<file path="config.mk">
export PLATFORM = sky130hd
export DESIGN_NAME = dither_expander
export DESIGN_NICKNAME = d
export VERILOG_FILES = /design/src/rtl/dith_pkg.sv /design/src/rtl/dith_lfsr.sv /design/src/rtl/dith_lane.sv /design/src/rtl/dither_expander.sv
export SDC_FILE = /design/constraint.sdc
export NUM_CORES = 1
export LEC_CHECK = 0
export ABC_AREA = 1
export CORE_MARGIN = 2
export CORE_UTILIZATION = 50
export DETAILED_ROUTE_END_ITERATION = 7
export HOLD_SLACK_MARGIN = 0.08
export PLACE_DENSITY = 0.69
export SLEW_MARGIN = 20
export SYNTH_ARGS = -nofsm -noshare
export SYNTH_HDL_FRONTEND = slang
export SYNTH_HIERARCHICAL = 1
export SYNTH_SLANG_ARGS = --single-unit
</file>
<file path="constraint.sdc">
create_clock -name clk_i -period 5.4 [get_ports clk_i]
set_clock_uncertainty 0.1 [all_clocks]
set_input_delay 0.54 -clock clk_i [delete_from_list [all_inputs] [get_ports clk_i]]
set_output_delay 0.54 -clock clk_i [all_outputs]
set_load 0.005 [all_outputs]
</file>
<file path="src/rtl/dith_pkg.sv">
package dith_pkg;
  localparam int LFSR_W = 32;

  typedef enum logic {
    FRAC4 = 1'b0,
    FRAC6 = 1'b1
  } frac_mode_e;

  function automatic logic [LFSR_W-1:0] lfsr_step(input logic [LFSR_W-1:0] s);
    return {s[LFSR_W-2:0], s[31] ^ s[21] ^ s[1] ^ s[0]};
  endfunction
endpackage

</file>
<file path="src/rtl/dith_lfsr.sv">
module dith_lfsr
  import dith_pkg::*;
#(
  parameter logic [LFSR_W-1:0] SEED = 32'h1D87_2B41
) (
  input  logic              clk_i,
  input  logic              rst_ni,
  input  logic              adv_i,
  output logic [LFSR_W-1:0] cur_o,
  output logic [LFSR_W-1:0] nxt_o
);
  logic [LFSR_W-1:0] state_q;

  assign cur_o = state_q;
  assign nxt_o = lfsr_step(state_q);

  // two passes per word
  always_ff @(posedge clk_i or negedge rst_ni) begin
    if (!rst_ni)    state_q <= SEED;
    else if (adv_i) state_q <= lfsr_step(nxt_o);
  end
endmodule

</file>
<file path="src/rtl/dith_lane.sv">
module dith_lane
  import dith_pkg::*;
#(
  parameter int PIX_W  = 8,
  parameter int FR_LO  = 4,
  parameter int FR_HI  = 6,
  parameter int IDX_W  = PIX_W - FR_LO
) (
  input  frac_mode_e         mode_i,
  input  logic [PIX_W-1:0]   pix_i,
  input  logic [FR_HI-1:0]   rnd_i,
  output logic [IDX_W-1:0]   idx_o,
  output logic               ovf_o
);
  localparam logic [PIX_W-1:0] LIM_LO = PIX_W'(((1 << (PIX_W - FR_LO)) - 1) << FR_LO);

  logic [FR_HI-1:0] rnd_eff;
  logic [PIX_W:0]   sum;
  logic [PIX_W-1:0] sat;

  always_comb begin
    rnd_eff = (mode_i == FRAC6) ? rnd_i : {{(FR_HI-FR_LO){1'b0}}, rnd_i[FR_LO-1:0]};
    sum     = {1'b0, pix_i} + (PIX_W+1)'(rnd_eff);
    sat     = sum[PIX_W] ? {PIX_W{1'b1}} : sum[PIX_W-1:0];
    if (mode_i == FRAC6) idx_o = IDX_W'(sat[PIX_W-1:FR_HI]);
    else                 idx_o = sat[PIX_W-1:FR_LO];
    ovf_o = (mode_i == FRAC4) && (pix_i > LIM_LO);
  end
endmodule

</file>
<file path="src/rtl/dither_expander.sv">
module dither_expander
  import dith_pkg::*;
#(
  parameter int                LANES     = 4,
  parameter int                PIX_W     = 8,
  parameter int                FR_LO     = 4,
  parameter int                FR_HI     = 6,
  parameter logic [LFSR_W-1:0] LFSR_SEED = 32'h1D87_2B41,
  parameter int                IDX_W     = PIX_W - FR_LO,
  parameter int                WORD_W    = LANES * PIX_W
) (
  input  logic              clk_i,
  input  logic              rst_ni,
  input  logic              mode_i,
  input  logic              in_valid_i,
  input  logic [WORD_W-1:0] in_data_i,
  output logic              in_ready_o,
  output logic              out_valid_o,
  input  logic              out_ready_i,
  output logic [IDX_W-1:0]  out_idx_o,
  output logic              err_o
);
  localparam int NBEAT = 2 * LANES;
  localparam int CNT_W = $clog2(NBEAT);
  localparam logic [CNT_W-1:0] LAST = CNT_W'(NBEAT - 1);

  logic              accept;
  logic              beat_take;
  logic              busy_q;
  logic [CNT_W-1:0]  cnt_q;
  frac_mode_e        mode_q;
  logic              err_q;
  logic [IDX_W-1:0]  idx_q [NBEAT];
  logic [IDX_W-1:0]  idx_d [NBEAT];
  logic [LANES-1:0]  ovf_a;
  logic [LANES-1:0]  ovf_b;
  logic [LFSR_W-1:0] lfsr_s;
  logic [LFSR_W-1:0] lfsr_n;
  frac_mode_e        mode_in;

  assign mode_in    = frac_mode_e'(mode_i);
  assign in_ready_o = !busy_q;
  assign accept     = in_valid_i && in_ready_o;
  assign out_valid_o = busy_q;
  assign beat_take  = busy_q && out_ready_i;
  assign out_idx_o  = idx_q[cnt_q];
  assign err_o      = err_q;

  dith_lfsr #(.SEED(LFSR_SEED)) u_lfsr (
    .clk_i (clk_i),
    .rst_ni(rst_ni),
    .adv_i (accept),
    .cur_o (lfsr_s),
    .nxt_o (lfsr_n)
  );

  for (genvar g = 0; g < LANES; g++) begin : g_lane
    dith_lane #(.PIX_W(PIX_W), .FR_LO(FR_LO), .FR_HI(FR_HI), .IDX_W(IDX_W)) u_draw_a (
      .mode_i(mode_in),
      .pix_i (in_data_i[g*PIX_W +: PIX_W]),
      .rnd_i (lfsr_s[g*8 +: FR_HI]),
      .idx_o (idx_d[2*g]),
      .ovf_o (ovf_a[g])
    );
    dith_lane #(.PIX_W(PIX_W), .FR_LO(FR_LO), .FR_HI(FR_HI), .IDX_W(IDX_W)) u_draw_b (
      .mode_i(mode_in),
      .pix_i (in_data_i[g*PIX_W +: PIX_W]),
      .rnd_i (lfsr_n[g*8 +: FR_HI]),
      .idx_o (idx_d[2*g+1]),
      .ovf_o (ovf_b[g])
    );
  end

  always_ff @(posedge clk_i or negedge rst_ni) begin
    if (!rst_ni) begin
      busy_q <= 1'b0;
      cnt_q  <= '0;
      mode_q <= FRAC4;
      err_q  <= 1'b0;
    end else begin
      if (accept) begin
        busy_q <= 1'b1;
        cnt_q  <= '0;
        mode_q <= mode_in;
        if (|ovf_a) err_q <= 1'b1;
      end else if (beat_take) begin
        cnt_q <= cnt_q + 1'b1;
        if (cnt_q == LAST) busy_q <= 1'b0;
      end
    end
  end

  for (genvar b = 0; b < NBEAT; b++) begin : g_hold
    always_ff @(posedge clk_i or negedge rst_ni) begin
      if (!rst_ni)     idx_q[b] <= '0;
      else if (accept) idx_q[b] <= idx_d[b];
    end
  end

  logic unused_ok;
  assign unused_ok = ^ovf_b;
endmodule

</file>
* After elaboration in Yosys (flattened, before gate mapping) *
Index checks and enable logic that the tools add are counted.

word-level totals
  register bits after elaboration = 69
  bits of input ports = 37
  output and inout port bits = 7

operators by class
  $add $sub $neg = 9
  order comparisons = 5
  equality and inequality tests = 1
  muxes and demuxes = 32
  bitwise gates (word level) = 8
  reduce and logical (&&, ||, !) cells = 12

operators by type and width
  operator               number
  $add A8 B6 Y9          8
  $mux W8                8
  $mux W6                8
  $mux W4                10
  $gt A8 B8 Y1 const B   4
  $bmux W4 S3            1
  $logic_and A1 B1 Y1    6
  $mux W3                2
  $xor A1 B1 Y1          6
  $ge A4 B4 Y1 const B   1
  $not A3 Y4             1
  $reduce_and A2 Y1      2
  $reduce_bool A2 Y1     2
  $reduce_or A4 Y1       1
  $add A3 B1 Y3 const B  1
  $eq A3 B3 Y1 const B   1
  $mux W1                3
  $logic_not A1 Y1       1
  $not A1 Y1             1

* Logic depth before layout (Yosys ltp) *
Gate-level depths: netlist of run 1.

  depth after elaboration = 7
  depth in mapped cells = 17
  depth with buffers taken out = 17

* By module *
The synthesis of run 1 kept the hierarchy.

by module, submodules not included
  module           times used  cells an instance  area each (um^2)  sequential area each (um^2)
  dith_lane        8           72                 366.6             0.0
  dither_expander  1           236                1915.6            925.9
  dith_lfsr        1           167                1502.7            818.3

* Worst setup path before layout of run 1 *
No wires, ideal clock.

  kind = register to register
  from = register u_lfsr.state_q[11], in the netlist u_lfsr/cur_o[11]
  to = register idx_q[17] (netlist name)
  setup time = 0.121 ns
  arrival = 1.625 ns
  required time = 5.179 ns
  slack = 3.555 ns
  stages on the path, launching flop included = 15
  clock period less this slack = 1.845 ns
  path through = dfstp_2 -> buf_4 -> nand2_1 -> inv_1 -> ha_1 -> nand2_2 -> inv_1 -> a21oi_2 -> nand2_1 -> nand2_1 -> nand3_1 -> nand2_1 -> nand2_1 -> nand2_1 -> o21ai_1

RTL lines
  what                            RTL line               RTL
  start: declaration              dith_lfsr.sv:12        logic [LFSR_W-1:0] state_q;
  start signal: assignment        dith_lfsr.sv:20        else if (adv_i) state_q <= lfsr_step(nxt_o);
  end signal: indexed assignment  dither_expander.sv:96  else if (accept) idx_q[b] <= idx_d[b];
  end: declaration                dither_expander.sv:33  logic [IDX_W-1:0] idx_q [NBEAT];

* Worst setup path in the final report of run 1 *
  from = register cnt_q[0]
  to = output port out_idx_o[0]

between the ends
  cells in the longest elaborated chain, start to end = 4

ends and longest elaborated chain
  what                                        RTL line               RTL
  start: declaration                          dither_expander.sv:30  logic [CNT_W-1:0] cnt_q;
  start signal: assignment                    dither_expander.sv:87  cnt_q <= cnt_q + 1'b1;
  $not A3 Y4 (implied by the code)            dither_expander.sv:46  assign out_idx_o = idx_q[cnt_q];
  $bmux W4 S3                                 dither_expander.sv:46
  $mux W4 (implied by the code) (2 in a row)  dither_expander.sv:46
  end: declaration                            dither_expander.sv:20  output logic [IDX_W-1:0] out_idx_o,

Every way passes these cells. The select of a mux whose other input is x is not followed.

==> results.tsv, run 1 <==
stage	metric	value	unit
status	outcome	finished, final reports clean	
drt	drt_pre_antenna_iters	5	
sta	tightest_slew	0.989	ns
place	gp_congestion	0.840	
job	cap_violations	0	
finish	layout_common_cells	nand2_1, inv_1, nand3_1	
clock_tree	numCtsBuffers	9	
grt	overflow	0	
die	initial_core_util	0.516	
clock_tree	cts_resized	0	
finish	diodes	0	
clock_tree	clk_latency	0.33	ns
drt	totalWireLength	13200	um
sta	fin_setup_tns	0	ns
die	core_area	12100	um2
finish	nets	1054	
clock_tree	cts_tree	done	
hold_path	hold_path_class	input pin to async pin	
sta	finalHoldViolCount	0	
critical_path	worstPathRequired	4.76	ns
logic_synthesis	yosysWarnings	6	
grt	grt_max_degree	70	
critical_path	reg2regPathDepth	5	
critical_path	critPathLaunchType	flip-flop	
clock_tree	cts_hold_buf	0	
critical_path	path_common_cell	nand2_1	
logic_synthesis	syn-cell-area	6230	um2
critical_path	worst_ep_arrival_time	2.21	ns
die	rows	40	
sta	rsz0062_at_grt	false	
critical_path	critical_path.max_fanout	18	
drt	routedWlPerCell	11.5	um
die	die-area	13400	um2
logic_synthesis	synth_cells	959	
clock_tree	post_cts_buffers	0	
place	dpl.hpwl	10100	um
drt	dr_total_vias	5423	
clock_tree	cts.sinks	69	
sta	setup_violations	0	
clock_tree	cts-root-buf	clkbuf_16	
critical_path	worstSetupPathType	flip-flop to output port	
sta	slew-limit-headroom	0.341	
drt	drt_iter0_drc	205	
critical_path	crit_chain	inv_4 > nand2_1 > nand3_1 > nand2_1 > nand2_1 > nand2_1 > clkdlybuf4s50_1	
drt	remaining_drc_errors	0	
grt	grt_pass1_vias	5073	
clock_tree	clkTransAtPathRegs	0.06	ns
grt	grt_antenna_before_repair	0	
die	ioPinCount	44	
critical_path	critPathCaptureType	output port	
die	die_h	116	um
die	die_w	116	um
sta	finalCritPeriodShare	0.528	
clock_tree	htree_levels	3	
sta	fmax	351	MHz
place	io_buffers	43	
grt	track_usage	0.214	
critical_path	cpPeakStageDelay	0.77	ns
finish	design_area	6830	um2
place	placed_cell_area	6560	um2
sta	finalCriticalPeriod	2.85	ns
power_and_ir_drop	peakVddDrop	228	uV
power_and_ir_drop	p_leak	0.00380	uW
grt	use_met1	0.300	
logic_synthesis	syn_nets	1038	
finish	drive_gt1_frac	0.123	
drt	ant_nets	0	
critical_path	cp_slowest_cell	dfrtp_1	
clock_tree	clock_path_buffers	2	
grt	grt_pass1_wl	23100	um
grt	use_met2	0.342	
power_and_ir_drop	power.density	472	nW/um2
finish	final_common_cell	nand2_1	
grt	grt.busiest_layer	met2	
drt	routed_via_density	4.72	
grt	met3_usage	0.0397	
logic_synthesis	avgSynthCellArea	6.49	um2
finish	syn_to_final_growth	9.65	%
sta	maxSlewViolCount	0	
## layer usage
layer	vias up	wire, um
met4	0	207
li1	2984	-
met5	-	0
met3	16	370
met1	2356	6760
met2	67	5870
## state kept, by name, indices dropped and copies added, names as in the netlist
name,flops
cnt_q,3
err_o,1
idx_q,32
out_valid_o,1
u_lfsr/cur_o,32
## worst paths after layout
| kind | startpoint | end | slack [ns] |
|---|---|---|---|
| max | cnt_q[0]$_DFFE_PN0P_ | out_idx_o[0] | 2.55 |
| min | rst_ni | idx_q[1]$_DFFE_PN0N_ | 0.30 |
| max reg2reg | out_valid_o$_DFFE_PN0P_ | u_lfsr/cur_o[31]$_DFFE_PN0P_ | 3.23 |
| min reg2reg | u_lfsr/cur_o[26]$_DFFE_PN1P_ | u_lfsr/cur_o[26]$_DFFE_PN1P_ | 0.39 |
| max in group asynchronous | rst_ni | u_lfsr/cur_o[30]$_DFFE_PN0P_ | 4.32 |
| min in group clk_i | u_lfsr/cur_o[26]$_DFFE_PN1P_ | u_lfsr/cur_o[26]$_DFFE_PN1P_ | 0.39 |
## power breakdown
part	total [uW]	switching [uW]	internal [uW]
clock network	530	223	307
registers	1000	195	807
logic	1690	1000	689
## worst max-delay path, delay by kind of cell, from the launching register on
| family | cells | cell delay, ns |
|---|---|---|
| flip-flops | 1 | 0.77 |
| buffers and inverters | 2 | 0.70 |
| AND/OR/NAND/NOR | 5 | 0.41 |
## cell type report
cell class | count | area [um2]
clock buffers | 9 | 225
clock inverters | 7 | 42.5
fillers | 1208 | 5240
inverters | 185 | 697
multi-input cells | 665 | 3470
flip-flops and latches | 69 | 1740
well taps | 168 | 210
repair buffers | 45 | 435
## per-stage QoR
stage          hold slack (ns)  total power [uW]  setup WS (ns)  std cells  utilization
4_1_cts                  0.344              3250           2.56       1148        0.566
3_3_place_gp             0.376              2670           2.58       1132        0.544
2_1_floorplan            0.144              2390           3.55        959            -
5_1_grt                  0.386              3580           2.33       1148        0.566
6_report                 0.304              3220           2.55       1148        0.566
3_5_place_dp             0.384              2690           2.56       1132        0.544
No activity file was read; power rests on OpenSTA's default activity.
==> inputs of run 2 (changes only) <==
Settings changed: PLACE_DENSITY 0.69 to 0.72.
Clock period 5.4 ns to 2.4 ns, I/O delays scaled along.
==> run 2 against run 1 <==
Final area is 1.6% higher. Hold slack better by 0.047 ns. Utilization is 0.89 points higher. Count of clock-buffer cells in the layout is 3 higher.
==> results.tsv, run 2 (same netlist as run 1, synthesis figures left out) <==
stage	metric	value	unit
status	outcome	finished, final reports clean	
clock_tree	cts_tree	done	
critical_path	worstPathRequired	2.06	ns
power_and_ir_drop	swShare	0.430	
finish	utilization	0.575	
critical_path	crit_chain	buf_4 > nand2_1 > nand3_1 > nand2_1 > nand2_1 > nand2_1 > clkdlybuf4s50_1	
finish	syn_to_final_growth	11.4	%
clock_tree	htree_levels	3	
critical_path	cp_slowest_cell	clkdlybuf4s50_1	
finish	nets	1061	
grt	grt_pass1_vias	5122	
die	die_h	116	um
power_and_ir_drop	intPower	4230	uW
finish	drive_gt1_frac	0.128	
clock_tree	cts-root-buf	clkbuf_16	
power_and_ir_drop	p_leak	0.00386	uW
critical_path	path_common_cell	nand2_1	
place	io_buffers	43	
sta	fmax	448	MHz
sta	fin_setup_tns	0	ns
place	gp_congestion	0.869	
clock_tree	clkTransAtPathRegs	0.06	ns
die	ioPinCount	44	
die	die_w	116	um
grt	grt_pass1_wl	23200	um
critical_path	worst_ep_arrival_time	1.89	ns
clock_tree	clk_latency	0.33	ns
sta	slew-limit-headroom	0.594	
finish	diodes	0	
die	core_area	12100	um2
drt	dr_total_vias	5516	
clock_tree	clock_path_buffers	2	
power_and_ir_drop	power.share.sequential	0.298	
sta	tightest_slew	0.609	ns
critical_path	critical_path.max_fanout	10	
power_and_ir_drop	power.density	1070	nW/um2
finish	n_fill_cell	1196	
die	initial_core_util	0.516	
drt	remaining_drc_errors	0	
hold_path	hold_path_class	input pin to async pin	
grt	overflow	0	
critical_path	critPathCaptureType	output port	
drt	drt_pre_antenna_iters	5	
critical_path	worstSetupPathType	flip-flop to output port	
die	rows	40	
drt	ant_nets	0	
clock_tree	cts.sinks	69	
place	dpl.hpwl	10400	um
clock_tree	numCtsBuffers	9	
power_and_ir_drop	p_sw	3190	uW
sta	setup_violations	0	
sta	timing.final.ws_setup	0.168	ns
critical_path	cpPeakStageDelay	0.50	ns
grt	grt_max_degree	46	
die	die-area	13400	um2
sta	finalCritPeriodShare	0.930	
job	cap_violations	0	
clock_tree	post_cts_buffers	0	
drt	drt_iter0_drc	401	
drt	routed_via_density	4.78	
grt	track_usage	0.214	
finish	final_common_cell	nand2_1	
sta	rsz0062_at_grt	false	
sta	finalCriticalPeriod	2.23	ns
power_and_ir_drop	peakVddDrop	616	uV
critical_path	critPathLaunchType	flip-flop	
finish	layout_common_cells	nand2_1, inv_1, nand3_1	
power_and_ir_drop	combPwrFrac	0.526	
place	place_ws	0.265	ns
drt	routedWlPerCell	11.5	um
grt	grt_antenna_before_repair	0	
power_and_ir_drop	pwr-share-clk	0.177	
sta	maxSlewViolCount	0	
drt	totalWireLength	13300	um
sta	finalHoldViolCount	0	
run 2: changes by cell type in the layout (fill, tap and decap cells not counted):
cell and change:
clkinvlp_4 -2, clkbuf_8 +1, buf_12 +2, dfrtp_2 +1, bufinv_16 +1, dlygate4sd3_1 +1, clkbuf_1 +2, clkinv_2 -2
dfrtp_1 -1, buf_4 +4
run 2: layer usage:
layer  vias up  wire length [um]  part of all wire  GRT usage
met4         0                99            0.0074     0.0442
met1      2430              6740              0.51      0.298
met2        83              6040              0.45      0.350
met3         9               452             0.034     0.0408
met5         -                 0                 0          0
li1       2994                 -                 -          -
run 2: worst max-delay path, delay by kind of cell, from the launching register on:
kind,cells,cell delay (ns)
flops,1,0.48
buf+inv,2,0.70
simple gates,5,0.37
run 2: metrics by stage:
| stage | instance area [um2] | hold slack (ns) | std cells | total power, uW |
|---|---|---|---|---|
| after detailed placement | 6630 | 0.187 | 1138 | 6100 |
| final | 6930 | 0.350 | 1155 | 7420 |
| after global routing | 6930 | 0.411 | 1155 | 8200 |
| after global placement | 6630 | 0.179 | 1138 | 6020 |
| after CTS | 6930 | 0.368 | 1155 | 7460 |
| after floorplan | 6230 | -0.156 | 959 | 5380 |
run 2: what timing repair did:
item,in CTS,in global routing
hold buffers,1,0
setup endpoints to repair,0,2
gates resized for setup,0,1
endpoints found under the hold margin,24,0
run 2: power by group through the flow:
stage	logic [uW]	registers (uW)	clock network (uW)
2_1_floorplan	3300	2080	0
3_3_place_gp	3810	2210	0
3_5_place_dp	3870	2230	0
4_1_cts	3910	2210	1340
5_1_grt	4520	2290	1390
6_report	3900	2210	1310
run 2: worst paths after layout:
check	from	to	slack (ns)	cells after the start
max	cnt_q[0]$_DFFE_PN0P_	out_idx_o[1]	0.17	7
min	rst_ni	idx_q[3]$_DFFE_PN0N_	0.35	2
max reg2reg	u_lfsr/cur_o[21]$_DFFE_PN0P_	idx_q[27]$_DFFE_PN0N_	0.37	16
min reg2reg	u_lfsr/cur_o[14]$_DFFE_PN0P_	u_lfsr/cur_o[16]$_DFFE_PN1P_	0.38	2
max in group asynchronous	rst_ni	u_lfsr/cur_o[17]$_DFFE_PN1P_	1.13	3
min in group clk_i	u_lfsr/cur_o[14]$_DFFE_PN0P_	u_lfsr/cur_o[16]$_DFFE_PN1P_	0.38	2
run 2: layout make-up:
type,count,area (um2),share of cell area
Timing Repair Buffer,52,515,0.0743
Clock inverter,4,47.5,0.00686
Multi-Input combinational cell,665,3470,0.501
Inverter,185,697,0.101
Clock buffer,12,246,0.0355
Tap cell,168,210,0.0303
Sequential cell,69,1750,0.252
